### src/rtl/wdt_pkg.sv
package wdt_pkg;

  typedef enum logic [1:0] {
    WD_IDLE = 2'd0,
    WD_RUN  = 2'd1,
    WD_FIRE = 2'd2
  } wd_state_e;

endpackage

### src/rtl/wdt_rst_sync.sv
module wdt_rst_sync #(
  parameter int STAGES = 2
) (
  input  logic clk_i,
  input  logic rst_n_i,
  output logic rst_n_o
);

  logic [STAGES-1:0] sync_q;
  logic [STAGES-1:0] sync_d;

  always_comb begin
    sync_d = {sync_q[STAGES-2:0], 1'b1};
  end

  always_ff @(posedge clk_i or negedge rst_n_i) begin
    if (!rst_n_i) begin
      sync_q <= '0;
    end else begin
      sync_q <= sync_d;
    end
  end

  assign rst_n_o = sync_q[STAGES-1];

endmodule

### src/rtl/wdt_timeout_latch.sv
module wdt_timeout_latch #(
  parameter int W = 16
) (
  input  logic         clk_i,
  input  logic         rst_n_i,
  input  logic         capture_i,
  input  logic [W-1:0] value_i,
  output logic [W-1:0] value_o
);

  logic [W-1:0] value_q;
  logic [W-1:0] value_d;

  always_comb begin
    value_d = value_q;
    if (capture_i) begin
      value_d = value_i;
    end
  end

  always_ff @(posedge clk_i or negedge rst_n_i) begin
    if (!rst_n_i) begin
      value_q <= '0;
    end else begin
      value_q <= value_d;
    end
  end

  assign value_o = value_q;

endmodule

### src/rtl/wdt_down_counter.sv
module wdt_down_counter #(
  parameter int W = 16
) (
  input  logic         clk_i,
  input  logic         rst_n_i,
  input  logic         load_i,
  input  logic [W-1:0] load_val_i,
  input  logic         dec_i,
  output logic         at_one_o
);

  localparam logic [W-1:0] ONE = W'(1);

  logic [W-1:0] cnt_q;
  logic [W-1:0] cnt_d;

  always_comb begin
    cnt_d = cnt_q;
    if (load_i) begin
      cnt_d = load_val_i;
    end else if (dec_i) begin
      cnt_d = cnt_q - ONE;
    end
  end

  always_ff @(posedge clk_i or negedge rst_n_i) begin
    if (!rst_n_i) begin
      cnt_q <= '0;
    end else begin
      cnt_q <= cnt_d;
    end
  end

  assign at_one_o = (cnt_q == ONE);

endmodule

### src/rtl/wdt_fire_stretch.sv
module wdt_fire_stretch #(
  parameter int PULSE = 4
) (
  input  logic clk_i,
  input  logic rst_n_i,
  input  logic start_i,
  input  logic run_i,
  output logic last_o
);

  localparam int PW = (PULSE > 1) ? $clog2(PULSE) : 1;

  generate
    if (PULSE == 1) begin : g_single
      assign last_o = 1'b1;
    end else begin : g_multi
      logic [PW-1:0] left_q;
      logic [PW-1:0] left_d;

      always_comb begin
        left_d = left_q;
        if (start_i) begin
          left_d = PW'(PULSE - 1);
        end else if (run_i && (left_q != '0)) begin
          left_d = left_q - PW'(1);
        end
      end

      always_ff @(posedge clk_i or negedge rst_n_i) begin
        if (!rst_n_i) begin
          left_q <= '0;
        end else begin
          left_q <= left_d;
        end
      end

      assign last_o = (left_q == '0);
    end
  endgenerate

endmodule

### src/rtl/wdt_first_reload.sv
module wdt_first_reload #(
  parameter int W            = 16,
  parameter int PULSE_CYCLES = 4,
  parameter int SYNC_STAGES  = 2
) (
  input  logic         clk_i,
  input  logic         rst_n_i,
  input  logic         wr_en_i,
  input  logic [W-1:0] wr_data_i,
  output logic         wdt_req_o,
  output logic         wdt_cause_o
);

  import wdt_pkg::*;

  logic         rst_n_q;
  wd_state_e    state_q;
  wd_state_e    state_d;
  logic         cause_q;
  logic         cause_d;
  logic [W-1:0] latched_s;
  logic         at_one_s;
  logic         last_s;
  logic         idle_s;
  logic         run_s;
  logic         fire_s;
  logic         arm_s;
  logic         clear_s;
  logic         kick_s;
  logic         expire_s;
  logic         dec_s;
  logic [W-1:0] load_val_s;

  wdt_rst_sync #(.STAGES(SYNC_STAGES)) u_rst_sync (
    .clk_i   (clk_i),
    .rst_n_i (rst_n_i),
    .rst_n_o (rst_n_q)
  );

  always_comb begin
    idle_s   = (state_q == WD_IDLE);
    run_s    = (state_q == WD_RUN);
    fire_s   = (state_q == WD_FIRE);
    arm_s    = idle_s && wr_en_i && (wr_data_i != '0);
    clear_s  = idle_s && wr_en_i && (wr_data_i == '0);
    kick_s   = run_s && wr_en_i;
    expire_s = run_s && !wr_en_i && at_one_s;
    dec_s    = run_s && !wr_en_i && !at_one_s;
    load_val_s = arm_s ? wr_data_i : latched_s;
  end

  wdt_timeout_latch #(.W(W)) u_latch (
    .clk_i     (clk_i),
    .rst_n_i   (rst_n_q),
    .capture_i (arm_s),
    .value_i   (wr_data_i),
    .value_o   (latched_s)
  );

  wdt_down_counter #(.W(W)) u_count (
    .clk_i      (clk_i),
    .rst_n_i    (rst_n_q),
    .load_i     (arm_s || kick_s),
    .load_val_i (load_val_s),
    .dec_i      (dec_s),
    .at_one_o   (at_one_s)
  );

  wdt_fire_stretch #(.PULSE(PULSE_CYCLES)) u_stretch (
    .clk_i   (clk_i),
    .rst_n_i (rst_n_q),
    .start_i (expire_s),
    .run_i   (fire_s),
    .last_o  (last_s)
  );

  always_comb begin
    state_d = state_q;
    unique case (state_q)
      WD_IDLE: if (arm_s)    state_d = WD_RUN;
      WD_RUN:  if (expire_s) state_d = WD_FIRE;
      WD_FIRE: if (last_s)   state_d = WD_IDLE;
      default:               state_d = WD_IDLE;
    endcase
  end

  always_comb begin
    cause_d = cause_q;
    if (expire_s) begin
      cause_d = 1'b1;
    end else if (clear_s) begin
      cause_d = 1'b0;
    end
  end

  always_ff @(posedge clk_i or negedge rst_n_q) begin
    if (!rst_n_q) begin
      state_q <= WD_IDLE;
      cause_q <= 1'b0;
    end else begin
      state_q <= state_d;
      cause_q <= cause_d;
    end
  end

  assign wdt_req_o   = fire_s;
  assign wdt_cause_o = cause_q;

endmodule

### config.mk
export PLATFORM = sky130hd
export DESIGN_NAME = wdt_first_reload
export DESIGN_NICKNAME = d
export VERILOG_FILES = /design/src/rtl/wdt_pkg.sv /design/src/rtl/wdt_rst_sync.sv /design/src/rtl/wdt_timeout_latch.sv /design/src/rtl/wdt_down_counter.sv /design/src/rtl/wdt_fire_stretch.sv /design/src/rtl/wdt_first_reload.sv
export SDC_FILE = /design/constraint.sdc
export NUM_CORES = 1
export LEC_CHECK = 0
export BUFFER_PORTS_ARGS = -buffer_cell sky130_fd_sc_hd__buf_2
export CORE_UTILIZATION = 40
export CTS_CLUSTER_SIZE = 25
export DETAILED_ROUTE_END_ITERATION = 6
export GPL_TIMING_DRIVEN = 1
export PLACE_DENSITY = 0.57
export SYNTH_ARGS = -nofsm -noshare
export SYNTH_HDL_FRONTEND = slang
export SYNTH_SLANG_ARGS = --single-unit
### constraint.sdc
create_clock -name clk_i -period 1.9 [get_ports clk_i]
set_input_delay 0.38 -clock clk_i [delete_from_list [all_inputs] [get_ports clk_i]]
set_output_delay 0.38 -clock clk_i [all_outputs]
set_load 0.1 [all_outputs]
## Yosys cells after proc, flatten, opt, wreduce, memory -nomap -nowiden

Index checks and enable logic that the tools add are counted.

- Add/subtract/negate cells: 2
- Equality and inequality tests: 6
- Multiplexer cells: 11
- Reduce and logical (&&, ||, !) cells: 20

Operators by type and width:

| operator | number |
|---|---|
| $mux 16 | 3 |
| $eq 16x1->1 const B | 1 |
| $logic_not 16->1 | 1 |
| $reduce_bool 16->1 | 1 |
| $sub 16x1->16 const B | 1 |
| $mux 2 | 5 |
| $logic_and 1x1->1 | 8 |
| $reduce_bool 2->1 | 4 |
| $pmux 2 s3 | 1 |
| $logic_not 2->1 | 2 |
| $ne 2x1->1 const B | 2 |
| $reduce_and 3->1 | 1 |
| $eq 2x1->1 const B | 1 |
| $eq 2x2->1 const B | 1 |
| $logic_not 1->1 | 2 |
| $mux 1 | 2 |
| $ne 2x2->1 const B | 1 |
| $sub 2x1->2 const B | 1 |
| $logic_or 1x1->1 | 1 |

- Register bits: 39
- Input bits: 19
- Output and inout bits: 2
- Logic and storage cells: 45

## Longest topological paths before layout

Gate-level depths: netlist of the first run.

- Word-level depth: 5
- Gate-level depth with buffers: 7
- Depth with buffers taken out: 7

## Cells and area by module

From an unflattened synthesis of the first run, not the netlist that was laid out.

- Cell total of the unflattened synthesis: 190
- Area, all modules: 2178.3 sq um

By module, submodules not included:

| module | times used | cells each | area each (sq um) | seq. area each (sq um) |
|---|---|---|---|---|
| wdt_down_counter | 1 | 101 | 920.9 | 400.4 |
| wdt_timeout_latch | 1 | 34 | 649.4 | 400.4 |
| wdt_first_reload | 1 | 40 | 430.4 | 75.1 |
| wdt_fire_stretch | 1 | 12 | 123.9 | 50.0 |
| wdt_rst_sync | 1 | 3 | 53.8 | 50.0 |

## Worst setup path after synthesis of the first run

Ideal clock, no wire load.

- Path kind: register to register
- Start: register u_count.cnt_q[0]
- End: register u_count.cnt_q[12]
- Library setup time: 0.125 ns
- Arrival time: 1.902 ns
- Data required time: 1.775 ns
- Path slack: -0.127 ns
- Stages on the path, launching flop included: 8
- Buffers on the path: 0
- Clock period less this slack: 2.027 ns
- Path through: dfrtp_1 > inv_1 > ha_1 > nor3b_1 > nand2_1 > or3_4 > mux2_4 > mux2_4

- Longest elaborated chain between the ends: 4
- Elaborated cells on any way between the ends: 7
- Classes of those cells: add/sub (1); eq/ne (1); mux (2); reduce/logical (3)

Ends and longest elaborated chain:

| what | line | source |
|---|---|---|
| from (decl) | wdt_down_counter.sv:14 | `logic [W-1:0] cnt_q;` |
| from (signal assigned) | wdt_down_counter.sv:30 | `cnt_q <= cnt_d;` |
| parallel branches: the longest is 4 deep, another holds $sub 16x1->16 | - |  |

Several ways; the timed one is not identified. The select of a mux whose other input is x is not followed.
A chain may end at the register's enable or synchronous reset.

## Worst setup path in the final report of the first run

- Start: register state_q[1]
- End: register u_count.cnt_q[12]

- Longest elaborated chain between the ends: 5
- Elaborated cells on any way between the ends: 11
- Classes of those cells: eq/ne (1); mux (2); reduce/logical (8)

Ends and longest elaborated chain:

| what | line | source |
|---|---|---|
| from (decl) | wdt_first_reload.sv:17 | `wd_state_e state_q;` |
| from (signal assigned) | wdt_first_reload.sv:101 | `state_q <= state_d;` |
| $logic_not 2->1 | wdt_first_reload.sv:41 | `idle_s = (state_q == WD_IDLE);` |
| $logic_and 1x1->1 (2 in series) | wdt_first_reload.sv:44 | `arm_s = idle_s && wr_en_i && (wr_data_i != '0);` |
| $mux 16 or $logic_or 1x1->1 (tied branches) | wdt_first_reload.sv:49, wdt_first_reload.sv:63 |  |
| $mux 16 or $reduce_bool 2->1 (tied branches) | - |  |

Parallel ways exist; a longest one is shown, timed or not.

==> metrics.md, run 1 <==
| Metric | Value |
|---|---|
| Dpl cell area | between 2000 and 3000 um2 |
| Share of layout cells above drive strength 1 | roughly 50% |
| Outcome | complete, but fails checks |
| Total gr overflow | 0 |
| Final Cycle Share | 103% |
| Final worst-path setup slack | -0.0498 ns |
| Syn Nets | around 210 |
| Complex-gate fraction of the synthesized area | around 12% |
| Number of synthesized flops with an enable pin | 0 |
| Sequential area share after synthesis | 48.0% |
| DRT iter0 DRCs | about 110 |
| Worst vdd ir | 609 uV |
| Post-layout nets | around 280 |
| Reg2Reg Setup Slack | -0.05 ns |
| Fmax | ~510 MHz |
| Inst Count DP | roughly 310 |
| Via density | about 5.3 |
| Largest family of logic cells by synthesized area | simple AND/OR/NAND/NOR gates |
| Final setup violation count | 3 |
| Worst r2r path cells | 4 |
| Crit Path Category | reg -> reg |
| Post-route DRC violation count | 0 |
| Critical Path AT | between 2 and 2.5 ns |
| Flop pwr share | a little under half |
| N_diodes | 0 |
| Final hold violations | 0 |
| Part of the power in the clock network | around a quarter |
| Die area | 5380 um2 |
| Max-slew violation count | 0 |
| Yosys warns | 0 |
| Hold WS | ~0.29 ns |
| Internal cell power | 1.65 mW |
| Clk_lat worst skew | 0.30 ns |
| Sw Ratio | between 30% and 40% |
| IO Port Bufs | 20 |
| Finished Layout Cells | 330 |
| Initial antenna violation count | 0 |
| CTS H-Tree Depth | 2 |
| Clock Sinks | 39 |
| IO Pins | 21 |
| Cell area after layout | about 2800 um2 |
| Synth Area in XOR/XNOR | 1.29% |
| Placer Congestion | 0.871 |
| Clock Skew | around 0.013 ns |
| Antenna Nets Post-Route | 0 |
| Vias | between 1500 and 2000 |
| Switch Pwr | just under 800 uW |
| TritonCTS clock tree | built |
| Crit path launch | state_q[1]$_DFFE_PN0P_ |
| Ys async rst share | 100% |
| Crit path capture | u_count.cnt_q[12]$_DFFE_PN0P_ |
| Critical Path RT | around 2.1 ns |
| Syn Std Cell Area | just over 2000 um2 |
| Max-cap violations | 0 |
| Critical Path Sink Type | flop |
| Die Ht | between 70 and 80 um |
| Detailed Place HPWL | between 3 and 4 mm |
| Synth Area in Adders | between 1.5 and 2% |
| WL/cell | between 15 and 20 um |
| Final critical-path required period | between 1.5 and 2 ns |
| Largest net degree at the start of global routing | 38 |
| RR Startpoint | state_q[1]$_DFFE_PN0P_ |
| CORE AREA | roughly 4800 um2 |
| Drt total wl | approximately 5.2 mm |
| Distinct cell type count after synthesis | between 40 and 50 |
| Pre-antenna DRT Iters | 4 |
| Maximum root-to-sink buffer count | 2 |
| Peak fanout along the critical path | 5 |
| Commonest cells after routing, fill and taps aside | 55 x buf_4, 39 x dfrtp_1, 21 x mux2_2 |
| Combinational power share | a little under a third |
| Rows | 25 |
| Layout area overhead | 37.6% |
| #FFs+latches synth | 39 |
| Synth Area in Simple Gates | 20.2% |
| Startpoint Class | flop |
| Starting density of the core | 42.2% |
| Leakage | between 1 and 1.5 nW |
| Number of fill cells | between 400 and 500 |
| Worst r2r dst | u_count.cnt_q[12]$_DFFE_PN0P_ |
| Syn Inst Count | about 180 |
| Syn avg cell area | about 11 um2 |
| Vias in the first global route | 1756 |
| First-pass GRT wire length | between 8 and 9 mm |
| Failing checks | setup timing |
| Reg clk slew, reported paths | around 0.090 ns |
| Min-Delay Path Class | reg -> async |
| RSZ-0062 raised after global routing | true |
| Number of CTS-inserted buffers | 5 |
| Die width | 73.3 um |
| Multiplexer share of the synthesized area | 13.1% |
| Most common cell after layout, fill and taps aside | buf_4 |
| Pwr dens | 865 nW/um2 |
| CTS root buffer | clkbuf_8 |
| Ys flop type | dfrtp_1 |
| Total Routing Usage GR | 22.2% |
Yosys cell counts (2+ instances only):
library cell,instances,area (um2)
a22oi_1,7,52.6
and2_1,2,12.5
buf_2,3,15.0
buf_6,2,22.5
dfrtp_1,39,976
ha_1,3,37.5
inv_1,6,22.5
mux2_2,21,236
mux2_4,2,30.0
nand2_1,15,56.3
nand2b_1,3,18.8
nand3_1,6,30.0
nand4_1,6,37.5
nor2_1,7,26.3
nor2b_1,4,25.0
nor3_1,3,15.0
nor3b_1,2,15.0
nor4_1,5,31.3
o211ai_1,5,37.5
o21ai_0,4,20.0
o21ai_2,2,17.5
o311ai_0,4,35.0
or2_2,2,12.5
or3_1,5,31.3
xor2_1,2,17.5
power groups by stage:
stage          registers (mW)  logic, mW  clock network, mW
6_report                 1.11      0.732              0.583
5_1_grt                  1.12      0.800              0.627
4_1_cts                  1.11      0.681              0.602
3_5_place_dp             1.11      0.642                  0
3_3_place_gp             1.10      0.625                  0
2_1_floorplan            1.11      0.335                  0
state kept, by name, summed over array words and instances, names as in the netlist:
register                  count
u_count.cnt_q                16
u_stretch.g_multi.left_q      2
u_latch.value_o              16
wdt_cause_o                   1
state_q                       2
u_rst_sync.sync_q             2
through the flow:
stage	total power, mW	worst slack, ns	TNS [ns]	utilization, %
4_1_cts	2.39	-0.0513	-0.0608	56.7
5_1_grt	2.55	-0.122	-0.498	58.1
3_5_place_dp	1.75	-0.213	-2.54	53.3
3_3_place_gp	1.72	-0.139	-1.01	53.3
6_report	2.42	-0.0498	-0.0817	58.1
2_1_floorplan	1.44	-0.0305	-0.0305	-
cells by family (layout without fill, tap and decap cells):
kind of cell,after synthesis,after routing
buffers and inverters,12,92
XOR/XNOR,3,3
other,1,1
multiplexers,23,23
flip-flops,39,39
adder cells (fa/ha/maj),3,3
AO/OA/AOI/OAI,33,33
AND/OR/NAND/NOR,69,69
critical path, stage by stage, from the launching register on:
cell and delay (ns):
dfrtp_1 0.43, or3b_4 0.44, or3_4 0.40, mux2_4 0.31, mux2_4 0.26
routing by layer:
layer / GRT usage [%] / routed length (um)
met5: 0 / 0
met2: 34.8 / 2470
met3: 4.66 / 254
met4: 8.76 / 111
met1: 30.1 / 2370
layout make-up:
type | instances | area (um2) | area share, %
multi-input cells | 132 | 1070 | 38.2
flip-flops and latches | 39 | 976 | 34.9
repair buffers | 78 | 554 | 19.8
well taps | 67 | 83.8 | 2.99
clock buffers | 5 | 68.8 | 2.46
clock inverters | 3 | 25.0 | 0.894
inverters | 6 | 22.5 | 0.804
how the worst min path moves through the flow:
stage | startpoint | end | cells after the start
after global routing | u_rst_sync.sync_q[1]$_DFF_PN0_ | u_latch.value_o[3]$_DFF_PN0_ | 1
after global placement | rst_n_i | u_rst_sync.sync_q[0]$_DFF_PN0_ | 1
after detailed placement | rst_n_i | u_rst_sync.sync_q[1]$_DFF_PN0_ | 1
after CTS | u_rst_sync.sync_q[1]$_DFF_PN0_ | u_count.cnt_q[3]$_DFFE_PN0P_ | 1
final | u_rst_sync.sync_q[1]$_DFF_PN0_ | u_count.cnt_q[3]$_DFFE_PN0P_ | 1
after floorplan | rst_n_i | u_rst_sync.sync_q[0]$_DFF_PN0_ | 0
repair_timing:
action,in CTS,in global routing
buffers inserted,3,5
hold buffers,1,0
endpoints found under the hold margin,2,0
endpoints found under the setup margin,10,16
pin swaps,4,7
gates resized for setup,8,8
Power figures use the tool's default switching activity.
==> inputs of run 2 (changes only) <==
--- a/config.mk
+++ b/config.mk
@@ -6,6 +6,7 @@
 export NUM_CORES = 1
 export LEC_CHECK = 0
 export BUFFER_PORTS_ARGS = -buffer_cell sky130_fd_sc_hd__buf_2
+export CORE_MARGIN = 1.5
 export CORE_UTILIZATION = 40
 export CTS_CLUSTER_SIZE = 25
 export DETAILED_ROUTE_END_ITERATION = 6
==> run 2 against run 1 <==
The flow still finishes with violations (setup timing). Highest routed layer unchanged. Worst hold slack got worse by 0.014 ns. Sequential share of layout area down 0.12 points. Clock skew is 0.0043 ns higher. Cell area up 0.36%. Largest cell class unchanged. Clock power grew 6.7%.
==> metrics.md, run 2 (synthesis results as in run 1) <==
| Metric | Value |
|---|---|
| CORE AREA | 4820 um2 (unchanged) |
| Drt total wl | 5.03 mm (-3.3%) |
| Pwr dens | 869 nW/um2 (+0.50%) |
| Total chip power | 2.44 mW (+0.86%) |
| Largest net degree at the start of global routing | 38 (unchanged) |
| Combinational power share | 29.0% (-1.2 points) |
| Number of CTS-inserted buffers | 5 (unchanged) |
| Inst Count DP | 314 (+0.32%) |
| Sum Neg Setup Slack | -0.00682 ns (+0.0749 ns) |
| Min-Delay Path Class | reg -> async |
| First-pass GRT wire length | 8.52 mm (-2.0%) |
| Most common cell after layout, fill and taps aside | buf_4 |
| Starting density of the core | 42.2% (unchanged) |
| Number of fill cells | 433 (-0.46%) |
| Final setup violation count | 1 (-2) |
| Multi-input gate area | 1080 um2 (+0.82%) |
| Antenna Nets Post-Route | 0 (unchanged) |
| Reg clk slew, reported paths | 0.09 ns (about the same) |
| IO Pins | 21 (unchanged) |
| Flop pwr share | 45.6% (about the same) |
| Commonest cells after routing, fill and taps aside | 50 x buf_4, 39 x dfrtp_1, 21 x mux2_2 |
| Critical Path Sink Type | flop |
| Total gr overflow | 0 (unchanged) |
| Critical Path RT | 2.09 ns (about the same) |
| FF+latch area | 976 um2 (unchanged) |
| WL/cell | 15.4 um (-2.1%) |
| Reg2Reg Setup Slack | -0.007 ns (+0.04 ns) |
| Clock Skew | 0.0174 ns (+0.00432 ns) |
| Final worst-path setup slack | -0.00682 ns (+0.0430 ns) |
| Detailed Place HPWL | 3.89 mm (-1.5%) |
| DRT iter0 DRCs | 139 (+28%) |
| N_diodes | 0 (unchanged) |
| Worst r2r path cells | 4 (unchanged) |
| IO Port Bufs | 20 (unchanged) |
| Die width | 74.3 um (+1.4%) |
| Vias | 1728 (-1.4%) |
| Peak fanout along the critical path | 5 (unchanged) |
| Via density | 5.30 (-0.16%) |
| Max-slew violation count | 0 (unchanged) |
| Startpoint Class | flop |
| Final Cycle Share | 100% (-2.3 points) |
| Final critical-path required period | 1.91 ns (-0.0430 ns) |
| RSZ-0062 raised after global routing | true |
| CTS H-Tree Depth | 2 (unchanged) |
| Share of layout cells above drive strength 1 | 48.3% (-0.41 points) |
| CTS root buffer | clkbuf_8 |
| Sw Ratio | 30.3% (-1.6 points) |
| Outcome | complete, but fails checks |
| Leakage | 1.24 nW (-0.26%) |
| Vias in the first global route | 1720 (-2.1%) |
| Clock Sinks | 39 (unchanged) |
| Placer Congestion | 0.881 (+1.2%) |
| Die area | 5520 um2 (+2.7%) |
| Final hold violations | 0 (unchanged) |
| Clk_lat worst skew | 0.30 ns (about the same) |
| RR Startpoint | state_q[0]$_DFFE_PN0P_ |
| Max-cap violations | 0 (unchanged) |
| Pre-antenna DRT Iters | 4 (unchanged) |
| Internal cell power | 1.70 mW (+3.2%) |
| Failing checks | setup timing |
| Layout area overhead | 38.1% |
| Fmax | 524 MHz (+2.3%) |
| Total Routing Usage GR | 20.4% (-1.7 points) |
| Pre-CTS WS | -0.169 ns (+0.0441 ns) |
| TritonCTS clock tree | built |
| Die Ht | 74.3 um (+1.4%) |
| Initial antenna violation count | 0 (unchanged) |
| Maximum root-to-sink buffer count | 2 (unchanged) |
| Critical Path AT | 2.10 ns (-0.04 ns) |
| Post-layout nets | 280 (-1.4%) |
| Crit Path Category | reg -> reg |
| Part of the power in the clock network | 25.5% (+1.4 points) |
| Post-route DRC violation count | 0 (unchanged) |
| Rows | 25 (unchanged) |
| Finished Layout Cells | 326 (-1.2%) |
| Worst vdd ir | 552 uV (-9.4%) |
| Switch Pwr | 741 uW (-4.1%) |
| Worst r2r dst | u_count.cnt_q[12]$_DFFE_PN0P_ |
-- run 2: cell count changes in the layout (fill, tap and decap cells not counted), sizes merged --
cell / previous run / this run
buf: 77 / 73
clkbuf: 5 / 7
clkinv: 2 / 0
-- run 2: per-layer routing --
metal  track usage [%]  routed length (um)  up-vias
met5                 0                   0        -
met4              5.86                  36        0
met3              5.28                 223        4
met2              31.3                2380       33
met1              28.7                2400      846
li1                  -                   -      845
-- run 2: power by group through the flow --
stage	clock network (mW)	registers, mW	logic (mW)
2_1_floorplan	0	1.11	0.335
3_3_place_gp	0	1.10	0.632
3_5_place_dp	0	1.11	0.648
4_1_cts	0.634	1.11	0.693
5_1_grt	0.668	1.13	0.776
6_report	0.622	1.11	0.707
-- run 2: how the worst max path moves through the flow --
stage                                 start                            end
2_1_floorplan  u_count.cnt_q[0]$_DFFE_PN0P_  u_count.cnt_q[12]$_DFFE_PN0P_
3_3_place_gp                  wr_data_i[11]   u_count.cnt_q[3]$_DFFE_PN0P_
3_5_place_dp                  wr_data_i[11]   u_count.cnt_q[3]$_DFFE_PN0P_
4_1_cts        u_count.cnt_q[1]$_DFFE_PN0P_  u_count.cnt_q[12]$_DFFE_PN0P_
5_1_grt        u_count.cnt_q[1]$_DFFE_PN0P_  u_count.cnt_q[12]$_DFFE_PN0P_
6_report             state_q[0]$_DFFE_PN0P_  u_count.cnt_q[12]$_DFFE_PN0P_
-- run 2: stage by stage --
step	utilization (%)	hold WS (ns)	cell area, um2
global route	58.3	0.352	2810
detailed placement	54.0	0.169	2600
CTS	57.8	0.295	2780
floorplan	-	0.0844	2050
finish	58.3	0.274	2810
global placement	54.0	0.165	2600
-- run 2: worst max-delay path: stages (launching register included) --
cell     delay [ns]
dfrtp_1        0.42
or3b_4         0.42
or3_4          0.40
mux2_4         0.31
mux2_4         0.26
-- run 2: repair_timing --
action / 4_1_cts / 5_1_grt
hold buffers: 1 / 0
pin swaps: 4 / 6
buffers inserted: 3 / 0
endpoints found under the hold margin: 2 / 0
resized for setup: 10 / 8
endpoints found under the setup margin: 10 / 8
-- run 2: cell type report --
| class | instances | area share [%] |
|---|---|---|
| Tap cell | 67 | 2.98 |
| Clock buffer | 7 | 3.43 |
| Sequential cell | 39 | 34.7 |
| Multi-Input combinational cell | 132 | 38.4 |
| Timing Repair Buffer | 74 | 19.4 |
| Clock inverter | 1 | 0.267 |
| Inverter | 6 | 0.801 |
